==> config.mk <==
export PLATFORM = sky130hd
export DESIGN_NAME = mdio_mgmt_slave
export DESIGN_NICKNAME = d
export VERILOG_FILES = /design/src/rtl/mdio_slave_pkg.sv /design/src/rtl/mdio_bit_sync.sv /design/src/rtl/mdio_frame.sv /design/src/rtl/mdio_regfile.sv /design/src/rtl/mdio_mgmt_slave.sv
export SDC_FILE = /design/constraint.sdc
export NUM_CORES = 1
export LEC_CHECK = 0
export BUFFER_PORTS_ARGS = -buffer_cell sky130_fd_sc_hd__buf_2
export CAP_MARGIN = 30
export CORE_ASPECT_RATIO = 2
export CORE_MARGIN = 5
export CORE_UTILIZATION = 60
export CTS_CLUSTER_DIAMETER = 200
export DETAILED_ROUTE_END_ITERATION = 6
export PLACE_DENSITY = 0.94
export REMOVE_ABC_BUFFERS = 1
export SYNTH_ARGS = -nofsm -noshare
export SYNTH_HDL_FRONTEND = slang
export SYNTH_HIERARCHICAL = 1
export SYNTH_SLANG_ARGS = --single-unit
==> constraint.sdc <==
create_clock -name clk -period 4.6 [get_ports clk]
set_input_delay 0.92 -clock clk [delete_from_list [all_inputs] [get_ports clk]]
set_output_delay 0.92 -clock clk [all_outputs]
set_load 0.05 [all_outputs]
==> src/rtl/mdio_slave_pkg.sv <==
package mdio_slave_pkg;

  typedef enum logic [2:0] {
    FS_PREAMBLE,
    FS_START,
    FS_OPCODE,
    FS_ADDR,
    FS_TURN,
    FS_DATA
  } frame_state_e;

  localparam logic [1:0] OP_READ  = 2'b10;
  localparam logic [1:0] OP_WRITE = 2'b01;

  localparam logic [4:0] RA_CTRL     = 5'd0;
  localparam logic [4:0] RA_STAT     = 5'd1;
  localparam logic [4:0] RA_ID_HI    = 5'd2;
  localparam logic [4:0] RA_ID_LO    = 5'd3;
  localparam logic [4:0] RA_ADV      = 5'd4;
  localparam logic [4:0] RA_PARTNER  = 5'd5;
  localparam logic [4:0] RA_CNT_DISC = 5'd18;
  localparam logic [4:0] RA_CNT_FCAR = 5'd19;
  localparam logic [4:0] RA_CNT_RXER = 5'd21;
  localparam logic [4:0] RA_STRAP    = 5'd25;

  localparam logic [1:0] CSEL_DISC = 2'd0;
  localparam logic [1:0] CSEL_FCAR = 2'd1;
  localparam logic [1:0] CSEL_RXER = 2'd2;
  localparam logic [1:0] CSEL_NONE = 2'd3;

  typedef struct packed {
    logic loopback;
    logic speed100;
    logic an_en;
    logic pwrdn;
    logic isolate;
    logic fdx;
  } ctrl_t;

  function automatic logic is_reserved(input logic [4:0] a);
    return ((a >= 5'd7) && (a <= 5'd17)) || (a == 5'd26) || (a >= 5'd29);
  endfunction

endpackage

==> src/rtl/mdio_bit_sync.sv <==
module mdio_bit_sync #(
  parameter int STAGES = 2
) (
  input  logic clk,
  input  logic rst_n,
  input  logic mdc,
  input  logic mdio_i,
  output logic bit_stb,
  output logic bit_val
);
  logic [STAGES:0]   mdc_sh_q;
  logic [STAGES-1:0] dat_sh_q;

  always_ff @(posedge clk or negedge rst_n) begin
    if (!rst_n) begin
      mdc_sh_q <= '0;
      dat_sh_q <= '1;
    end else begin
      mdc_sh_q <= {mdc_sh_q[STAGES-1:0], mdc};
      dat_sh_q <= {dat_sh_q[STAGES-2:0], mdio_i};
    end
  end

  assign bit_stb = mdc_sh_q[STAGES-1] & ~mdc_sh_q[STAGES];
  assign bit_val = dat_sh_q[STAGES-1];

endmodule

==> src/rtl/mdio_frame.sv <==
module mdio_frame
  import mdio_slave_pkg::*;
#(
  parameter int PRE_LEN = 32,
  parameter int DW      = 16
) (
  input  logic          clk,
  input  logic          rst_n,
  input  logic          enable,
  input  logic          bit_stb,
  input  logic          bit_val,
  input  logic [4:0]    my_addr,
  input  logic [DW-1:0] rd_data,
  output logic [4:0]    reg_addr,
  output logic          wr_en,
  output logic [DW-1:0] wr_data,
  output logic          mdio_o,
  output logic          mdio_oe
);
  localparam int PW = $clog2(PRE_LEN + 1);
  localparam int BW = $clog2(DW);
  localparam logic [PW-1:0] PRE_SAT  = PW'(PRE_LEN);
  localparam logic [BW-1:0] LAST_BIT = BW'(DW - 1);

  frame_state_e  st_q, st_d;
  logic [PW-1:0] pc_q, pc_d;
  logic [BW-1:0] bc_q, bc_d;
  logic [DW-1:0] sh_q, sh_d, shifted;
  logic          rd_q, rd_d;
  logic          hit_q, hit_d;
  logic [4:0]    ra_q, ra_d;
  logic          o_q, o_d;
  logic          oe_q, oe_d;
  logic          wr_q, wr_d;
  logic [DW-1:0] wd_q, wd_d;

  assign shifted = {sh_q[DW-2:0], bit_val};

  always_comb begin
    st_d  = st_q;
    pc_d  = pc_q;
    bc_d  = bc_q;
    sh_d  = sh_q;
    rd_d  = rd_q;
    hit_d = hit_q;
    ra_d  = ra_q;
    o_d   = o_q;
    oe_d  = oe_q;
    wr_d  = 1'b0;
    wd_d  = wd_q;
    if (enable && bit_stb) begin
      unique case (st_q)
        FS_PREAMBLE: begin
          if (bit_val) begin
            if (pc_q != PRE_SAT) pc_d = pc_q + 1'b1;
          end else begin
            if (pc_q == PRE_SAT) st_d = FS_START;
            pc_d = '0;
          end
        end
        FS_START: begin
          if (bit_val) begin
            st_d = FS_OPCODE;
            bc_d = '0;
          end else begin
            st_d = FS_PREAMBLE;
          end
        end
        FS_OPCODE: begin
          sh_d = shifted;
          bc_d = bc_q + 1'b1;
          if (bc_q == BW'(1)) begin
            bc_d = '0;
            if (shifted[1:0] == OP_READ) begin
              rd_d = 1'b1;
              st_d = FS_ADDR;
            end else if (shifted[1:0] == OP_WRITE) begin
              rd_d = 1'b0;
              st_d = FS_ADDR;
            end else begin
              st_d = FS_PREAMBLE;
            end
          end
        end
        FS_ADDR: begin
          sh_d = shifted;
          bc_d = bc_q + 1'b1;
          if (bc_q == BW'(9)) begin
            bc_d  = '0;
            hit_d = (shifted[9:5] == 5'd0) || (shifted[9:5] == my_addr);
            ra_d  = shifted[4:0];
            st_d  = FS_TURN;
          end
        end
        FS_TURN: begin
          bc_d = bc_q + 1'b1;
          if (bc_q == '0) begin
            if (rd_q && hit_q) begin
              oe_d = 1'b1;
              o_d  = 1'b0;
            end
            sh_d = rd_data;
          end else begin
            st_d = FS_DATA;
            bc_d = '0;
            o_d  = sh_q[DW-1];
            sh_d = {sh_q[DW-2:0], 1'b0};
          end
        end
        FS_DATA: begin
          bc_d = bc_q + 1'b1;
          if (rd_q) begin
            o_d  = sh_q[DW-1];
            sh_d = {sh_q[DW-2:0], 1'b0};
          end else begin
            sh_d = shifted;
          end
          if (bc_q == LAST_BIT) begin
            st_d = FS_PREAMBLE;
            pc_d = '0;
            oe_d = 1'b0;
            o_d  = 1'b0;
            if (!rd_q && hit_q) begin
              wr_d = 1'b1;
              wd_d = shifted;
            end
          end
        end
        default: st_d = FS_PREAMBLE;
      endcase
    end
  end

  always_ff @(posedge clk or negedge rst_n) begin
    if (!rst_n) begin
      st_q  <= FS_PREAMBLE;
      pc_q  <= '0;
      bc_q  <= '0;
      sh_q  <= '0;
      rd_q  <= 1'b0;
      hit_q <= 1'b0;
      ra_q  <= '0;
      o_q   <= 1'b0;
      oe_q  <= 1'b0;
      wr_q  <= 1'b0;
      wd_q  <= '0;
    end else begin
      st_q  <= st_d;
      pc_q  <= pc_d;
      bc_q  <= bc_d;
      sh_q  <= sh_d;
      rd_q  <= rd_d;
      hit_q <= hit_d;
      ra_q  <= ra_d;
      o_q   <= o_d;
      oe_q  <= oe_d;
      wr_q  <= wr_d;
      wd_q  <= wd_d;
    end
  end

  assign reg_addr = ra_q;
  assign wr_en    = wr_q;
  assign wr_data  = wd_q;
  assign mdio_o   = o_q;
  assign mdio_oe  = oe_q;

  // the drive enable only exists inside the turnaround/data window
  p_oe_window_r13: assert property (@(posedge clk) disable iff (!rst_n)
    mdio_oe |-> (st_q == FS_TURN || st_q == FS_DATA));

  // the first driven bit is the zero turnaround bit
  p_ta_zero_r1: assert property (@(posedge clk) disable iff (!rst_n)
    $rose(mdio_oe) |-> !mdio_o);

  // a write strobe is only produced for an addressed, non-read frame
  p_wr_hit_r2: assert property (@(posedge clk) disable iff (!rst_n)
    wr_en |-> (hit_q && !rd_q && st_q == FS_PREAMBLE));

endmodule

==> src/rtl/mdio_regfile.sv <==
module mdio_regfile
  import mdio_slave_pkg::*;
#(
  parameter int          DW       = 16,
  parameter logic [31:0] PHY_ID   = 32'h0A0B_0C01,
  parameter logic [4:0]  CAPS     = 5'b01111,
  parameter logic [15:0] ADV_INIT = 16'h01E1,
  parameter logic [15:0] ADV_WMSK = 16'hE3FF
) (
  input  logic          clk,
  input  logic          rst_n,
  input  logic [4:0]    strap_addr,
  input  logic [4:0]    reg_addr,
  input  logic          wr_en,
  input  logic [DW-1:0] wr_data,
  output logic [DW-1:0] rd_data,
  output logic [4:0]    my_addr,
  output logic          ready,
  input  logic          stat_link,
  input  logic          stat_an_done,
  input  logic          stat_rem_fault,
  input  logic          stat_jabber,
  input  logic [DW-1:0] lp_ability,
  output logic [1:0]    cnt_sel,
  input  logic [DW-1:0] cnt_rdata,
  output logic          ctl_reset,
  output logic          ctl_loopback,
  output logic          ctl_speed100,
  output logic          ctl_an_en,
  output logic          ctl_pwrdn,
  output logic          ctl_isolate,
  output logic          ctl_an_restart,
  output logic          ctl_fdx
);
  ctrl_t         ctl_q, ctl_d;
  logic [DW-1:0] adv_q, adv_d;
  logic [4:0]    addr_q, addr_d;
  logic          init_q, init_d;
  logic          rstp_q, rstp_d;
  logic          rsan_q, rsan_d;
  logic          addr_zero;
  logic          iso_eff;

  assign addr_zero = init_q && (addr_q == 5'd0);
  assign iso_eff   = ctl_q.isolate | addr_zero;

  always_comb begin
    ctl_d  = ctl_q;
    adv_d  = adv_q;
    addr_d = addr_q;
    init_d = init_q;
    rstp_d = 1'b0;
    rsan_d = 1'b0;
    if (!init_q) begin
      init_d        = 1'b1;
      addr_d        = strap_addr;
      ctl_d.isolate = (strap_addr == 5'd0);
    end else if (wr_en) begin
      if (reg_addr == RA_CTRL) begin
        if (wr_data[15]) begin
          rstp_d = 1'b1;
          ctl_d  = '{loopback: 1'b0, speed100: 1'b1, an_en: 1'b1,
                     pwrdn: 1'b0, isolate: (addr_q == 5'd0), fdx: 1'b0};
          adv_d  = ADV_INIT;
        end else begin
          ctl_d.loopback = wr_data[14];
          ctl_d.speed100 = wr_data[13];
          ctl_d.an_en    = wr_data[12];
          ctl_d.pwrdn    = wr_data[11];
          ctl_d.isolate  = wr_data[10];
          ctl_d.fdx      = wr_data[8];
          rsan_d         = wr_data[9];
        end
      end else if (reg_addr == RA_ADV) begin
        adv_d = wr_data & ADV_WMSK;
      end
    end
  end

  always_ff @(posedge clk or negedge rst_n) begin
    if (!rst_n) begin
      ctl_q  <= '{loopback: 1'b0, speed100: 1'b1, an_en: 1'b1,
                  pwrdn: 1'b0, isolate: 1'b0, fdx: 1'b0};
      adv_q  <= ADV_INIT;
      addr_q <= '0;
      init_q <= 1'b0;
      rstp_q <= 1'b0;
      rsan_q <= 1'b0;
    end else begin
      ctl_q  <= ctl_d;
      adv_q  <= adv_d;
      addr_q <= addr_d;
      init_q <= init_d;
      rstp_q <= rstp_d;
      rsan_q <= rsan_d;
    end
  end

  always_comb begin
    unique case (reg_addr)
      RA_CNT_DISC: cnt_sel = CSEL_DISC;
      RA_CNT_FCAR: cnt_sel = CSEL_FCAR;
      RA_CNT_RXER: cnt_sel = CSEL_RXER;
      default:     cnt_sel = CSEL_NONE;
    endcase
  end

  always_comb begin
    rd_data = '0;
    unique case (reg_addr)
      RA_CTRL:     rd_data = {rstp_q, ctl_q.loopback, ctl_q.speed100, ctl_q.an_en,
                              ctl_q.pwrdn, iso_eff, rsan_q, ctl_q.fdx, 8'h00};
      RA_STAT:     rd_data = {CAPS, 5'b00000, stat_an_done, stat_rem_fault, 1'b1,
                              stat_link, stat_jabber, 1'b1};
      RA_ID_HI:    rd_data = PHY_ID[31:16];
      RA_ID_LO:    rd_data = PHY_ID[15:0];
      RA_ADV:      rd_data = adv_q;
      RA_PARTNER:  rd_data = lp_ability;
      RA_CNT_DISC,
      RA_CNT_FCAR,
      RA_CNT_RXER: rd_data = cnt_rdata;
      RA_STRAP:    rd_data = {9'd0, ~ctl_q.speed100, 1'b0, addr_q};
      default:     rd_data = '0;
    endcase
  end

  assign my_addr        = addr_q;
  assign ready          = init_q;
  assign ctl_reset      = rstp_q;
  assign ctl_an_restart = rsan_q;
  assign ctl_loopback   = ctl_q.loopback;
  assign ctl_speed100   = ctl_q.speed100;
  assign ctl_an_en      = ctl_q.an_en;
  assign ctl_pwrdn      = ctl_q.pwrdn;
  assign ctl_isolate    = iso_eff;
  assign ctl_fdx        = ctl_q.fdx;

  // reset request lasts a single clock
  p_reset_pulse_r6: assert property (@(posedge clk) disable iff (!rst_n)
    ctl_reset |=> !ctl_reset);

  // restart request lasts a single clock
  p_restart_pulse_r7: assert property (@(posedge clk) disable iff (!rst_n)
    ctl_an_restart |=> !ctl_an_restart);

  // zero strap keeps the block isolated
  p_iso_forced_r4: assert property (@(posedge clk) disable iff (!rst_n)
    (ready && my_addr == 5'd0) |-> ctl_isolate);

  // captured address never moves once taken
  p_strap_hold_r3: assert property (@(posedge clk) disable iff (!rst_n)
    (ready && $past(ready)) |-> $stable(my_addr));

  // writes to reserved indices leave stored state untouched
  p_rsvd_ignored_r8: assert property (@(posedge clk) disable iff (!rst_n)
    (ready && wr_en && is_reserved(reg_addr)) |=> ($stable(adv_q) && $stable(ctl_q)));

endmodule

==> src/rtl/mdio_mgmt_slave.sv <==
module mdio_mgmt_slave
  import mdio_slave_pkg::*;
#(
  parameter int          SYNC_STAGES = 2,
  parameter int          PRE_LEN     = 32,
  parameter logic [31:0] PHY_ID      = 32'h0A0B_0C01,
  parameter logic [4:0]  CAPS        = 5'b01111
) (
  input  logic        clk,
  input  logic        rst_n,
  input  logic [4:0]  strap_addr,
  input  logic        mdc,
  input  logic        mdio_i,
  output logic        mdio_o,
  output logic        mdio_oe,
  input  logic        stat_link,
  input  logic        stat_an_done,
  input  logic        stat_rem_fault,
  input  logic        stat_jabber,
  input  logic [15:0] lp_ability,
  output logic [1:0]  cnt_sel,
  input  logic [15:0] cnt_rdata,
  output logic        ctl_reset,
  output logic        ctl_loopback,
  output logic        ctl_speed100,
  output logic        ctl_an_en,
  output logic        ctl_pwrdn,
  output logic        ctl_isolate,
  output logic        ctl_an_restart,
  output logic        ctl_fdx
);
  localparam int DW = 16;

  logic          bit_stb;
  logic          bit_val;
  logic [4:0]    reg_addr;
  logic          wr_en;
  logic [DW-1:0] wr_data;
  logic [DW-1:0] rd_data;
  logic [4:0]    my_addr;
  logic          ready;

  mdio_bit_sync #(.STAGES(SYNC_STAGES)) u_sync (
    .clk     (clk),
    .rst_n   (rst_n),
    .mdc     (mdc),
    .mdio_i  (mdio_i),
    .bit_stb (bit_stb),
    .bit_val (bit_val)
  );

  mdio_frame #(.PRE_LEN(PRE_LEN), .DW(DW)) u_frame (
    .clk      (clk),
    .rst_n    (rst_n),
    .enable   (ready),
    .bit_stb  (bit_stb),
    .bit_val  (bit_val),
    .my_addr  (my_addr),
    .rd_data  (rd_data),
    .reg_addr (reg_addr),
    .wr_en    (wr_en),
    .wr_data  (wr_data),
    .mdio_o   (mdio_o),
    .mdio_oe  (mdio_oe)
  );

  mdio_regfile #(.DW(DW), .PHY_ID(PHY_ID), .CAPS(CAPS)) u_regs (
    .clk            (clk),
    .rst_n          (rst_n),
    .strap_addr     (strap_addr),
    .reg_addr       (reg_addr),
    .wr_en          (wr_en),
    .wr_data        (wr_data),
    .rd_data        (rd_data),
    .my_addr        (my_addr),
    .ready          (ready),
    .stat_link      (stat_link),
    .stat_an_done   (stat_an_done),
    .stat_rem_fault (stat_rem_fault),
    .stat_jabber    (stat_jabber),
    .lp_ability     (lp_ability),
    .cnt_sel        (cnt_sel),
    .cnt_rdata      (cnt_rdata),
    .ctl_reset      (ctl_reset),
    .ctl_loopback   (ctl_loopback),
    .ctl_speed100   (ctl_speed100),
    .ctl_an_en      (ctl_an_en),
    .ctl_pwrdn      (ctl_pwrdn),
    .ctl_isolate    (ctl_isolate),
    .ctl_an_restart (ctl_an_restart),
    .ctl_fdx        (ctl_fdx)
  );

endmodule

==> impl_metrics.yaml <==
yosys:
  syn_area_um2: 4580
  synthCells: 468
  yosys_warnings: 6
  syn_avg_cell_area_um2: 9.78
  ys_types: 61
  ys_ff_latch: 87
  synth-edff-count: 0
  synthFlopType: "dfrtp_1"
  async_flop_share_pct: 100
  ys_seq_area_share_pct: 47.8
clock_tree:
  cts-hold-fix-buffers: 0
  root_buffer: "clkbuf_16"
  cts_max_level: 3
  clk_pin_slew_ns: 0.06
  cts.sinks: 87
  cts_tree: "yes"
  post_cts_buffers: 0
  ctsLongestPathBuffers: 2
  cts_resized: 0
  cts_made_buffers: 9
  clk_latency_ns: 0.34
power:
  cellPowerDensity_nw_per_um2: 300
  power_mw: 1.55
  power_switching_mw: 0.343
  power.leakage_nw: 2.37
  clockPowerShare_pct: 43.8
  p_int_mw: 1.21
  peakVddDrop_mv: 0.243
  netSwitchingFraction_pct: 22.2
  seqPwrFrac_pct: 51.2
  p_comb_share_pct: 5.0
sta:
  min_period_over_period_pct: 75.9
  finClkSkew_ns: 0.00429
  worstMarginPinSlew_ns: 0.891
  hold_violations: 0
  setup_violations: 0
  fin_tns_setup_ns: 0
  fmax_mhz: 286
  slew_violations: 0
  period_needed_ns: 3.49
  rsz0062_at_grt: "no"
  fin_ws_ns: 1.11
  maxSlewHeadroom_pct: 39.8
critical_path:
  worstPathRequired_ns: 3.68
  arrival_ns: 2.57
  crit_path_start_kind: "register"
  cp_max_fo: 29
  crit_type: "register to output pin"
  worstSetupEndpointType: "output pin"
global_routing:
  antenna_found_initial: 0
  grt_pass1_wl_um: 20400
  grt_usage_pct: 27.8
  overflow: 0
  grt_pass1_vias: 4200
  grt_max_degree: 50
drt:
  route.met2.wl_um: 6570
  wl_per_cell_um: 20.9
  vias_per_cell: 6.67
  vias: 4053
  drt-initial-drc-count: 483
  firstDrtPassIters: 5
  drc: 0
  wirelength_um: 12700
  m1WireLength_um: 4230
  highest_layer: "met4"
  met3_length_um: 1050
  ant_nets: 0
final_layout:
  fin_cells: 608
  final_cell_mix: "dfrtp_1, nand2_1, buf_2"
  layout-drive-gt1-share_pct: 21.6
  fin_util_pct: 68.5
  diodes: 0
  fill_cells: 581
  layout.cells.most_common: "dfrtp_1"
  final_nets: 560
  syn_to_final_growth_pct: 12.8
die:
  initial_core_util_pct: 60.7
  ios: 57
  rows: 45
  die_y_um: 134
  fp.coreArea_um2: 7540
  dieArea_um2: 9580
  chipWidth_um: 71.8
placed_design:
  dpl_worst_slack_ns: 1.57
  dpl.hpwl_um: 9130
  gp_congestion: 0.911
  io_buffer_count: 56
  placedCellCount: 592
run:
  cap_violations: 0
run_status:
  outcome: "finished, final reports clean"
hold_path:
  hp-class: "register to register"
[Yosys cell counts (9+ instances only)]
library cell | n | share of area [%]
a22o_1 | 10 | 1.9
a31oi_1 | 16 | 2.2
clkbuf_1 | 16 | 1.3
dfrtp_1 | 78 | 43
dfstp_2 | 9 | 5.2
inv_1 | 17 | 1.4
mux2_1 | 9 | 2.2
mux2_2 | 21 | 5.2
nand2_1 | 67 | 5.5
nand3_1 | 12 | 1.3
nor2_1 | 36 | 3.0
nor3_1 | 11 | 1.2
o21ai_0 | 30 | 3.3
[stage by stage]
step                hold slack (ns)  instance area (µm²)
finish                        0.360                 5160
global route                  0.367                 5160
CTS                           0.361                 5160
detailed placement            0.347                 4890
global placement              0.333                 4860
floorplan                     0.331                 4440
[critical path, stage by stage, from the launching register on]
cell and delay, ns:
dfrtp_1 0.70, nor2b_1 0.51, o21a_1 0.60, o21ai_0 0.16
buf_2 0.25
[worst paths after layout]
check	to	start	slack, ns	depth (start not counted)
setup / recovery	cnt_sel[0]	u_frame/reg_addr[2]	1.11	4
hold / removal	u_sync/mdc_sh_q[1]	u_sync/mdc_sh_q[0]	0.36	0
setup reg to reg	u_frame/sh_q[0]	u_frame/reg_addr[0]	2.00	6
hold reg to reg	u_sync/mdc_sh_q[1]	u_sync/mdc_sh_q[0]	0.36	0
max in group asynchronous	u_frame/st_q[2]	rst_n	3.44	2
min in group asynchronous	u_frame/wr_data[5]	rst_n	0.54	1
[sequential cells by signal, indices dropped and copies added (netlist names), 2 cells and up]
signal,cells
u_frame/bc_q,4
u_frame/pc_q,6
u_frame/reg_addr,5
u_frame/sh_q,16
u_frame/st_q,3
u_frame/wr_data,16
u_regs/adv_q,13
u_regs/my_addr,5
u_sync/dat_sh_q,2
u_sync/mdc_sh_q,3
[cell type report]
| cell class | instances | area [µm²] | share of cell area [%] |
|---|---|---|---|
| well taps | 94 | 118 | 2.28 |
| clock inverters | 3 | 18.8 | 0.363 |
| repair buffers | 59 | 325 | 6.30 |
| flip-flops and latches | 87 | 2190 | 42.4 |
| multi-input cells | 335 | 2190 | 42.4 |
| inverters | 17 | 63.8 | 1.24 |
| clock buffers | 13 | 260 | 5.04 |
[power by group through the flow]
| stage | Sequential (mW) | Clock [mW] | Combinational [mW] |
|---|---|---|---|
| floorplan | 0.801 | 0 | 0.0293 |
| global placement | 0.804 | 0 | 0.0689 |
| detailed placement | 0.806 | 0 | 0.0776 |
| CTS | 0.792 | 0.693 | 0.0782 |
| global route | 0.794 | 0.728 | 0.0854 |
| finish | 0.793 | 0.679 | 0.0778 |
[per-layer routing]
metal / GRT usage (%) / vias to the layer above
li1: - / 1774
met1: 28.9 / 1968
met2: 47.8 / 242
met3: 7.02 / 69
met4: 18.4 / 0
met5: 0 / -
[cell families (layout without fill, tap and decap cells)]
kind of cell / count (synthesis) / after routing / share of synthesized area [%]
multiplexers: 38 / 38 / 9.13
XOR/XNOR: 7 / 7 / 1.34
other: 1 / 1 / 0.0819
AND/OR/NAND/NOR: 176 / 176 / 19.2
flip-flops: 87 / 87 / 47.8
AO/OA/AOI/OAI: 107 / 107 / 16.4
buffers and inverters: 46 / 92 / 4.40
adder cells (fa/ha/maj): 6 / 6 / 1.64
No activity file was read; power rests on OpenSTA's default activity.
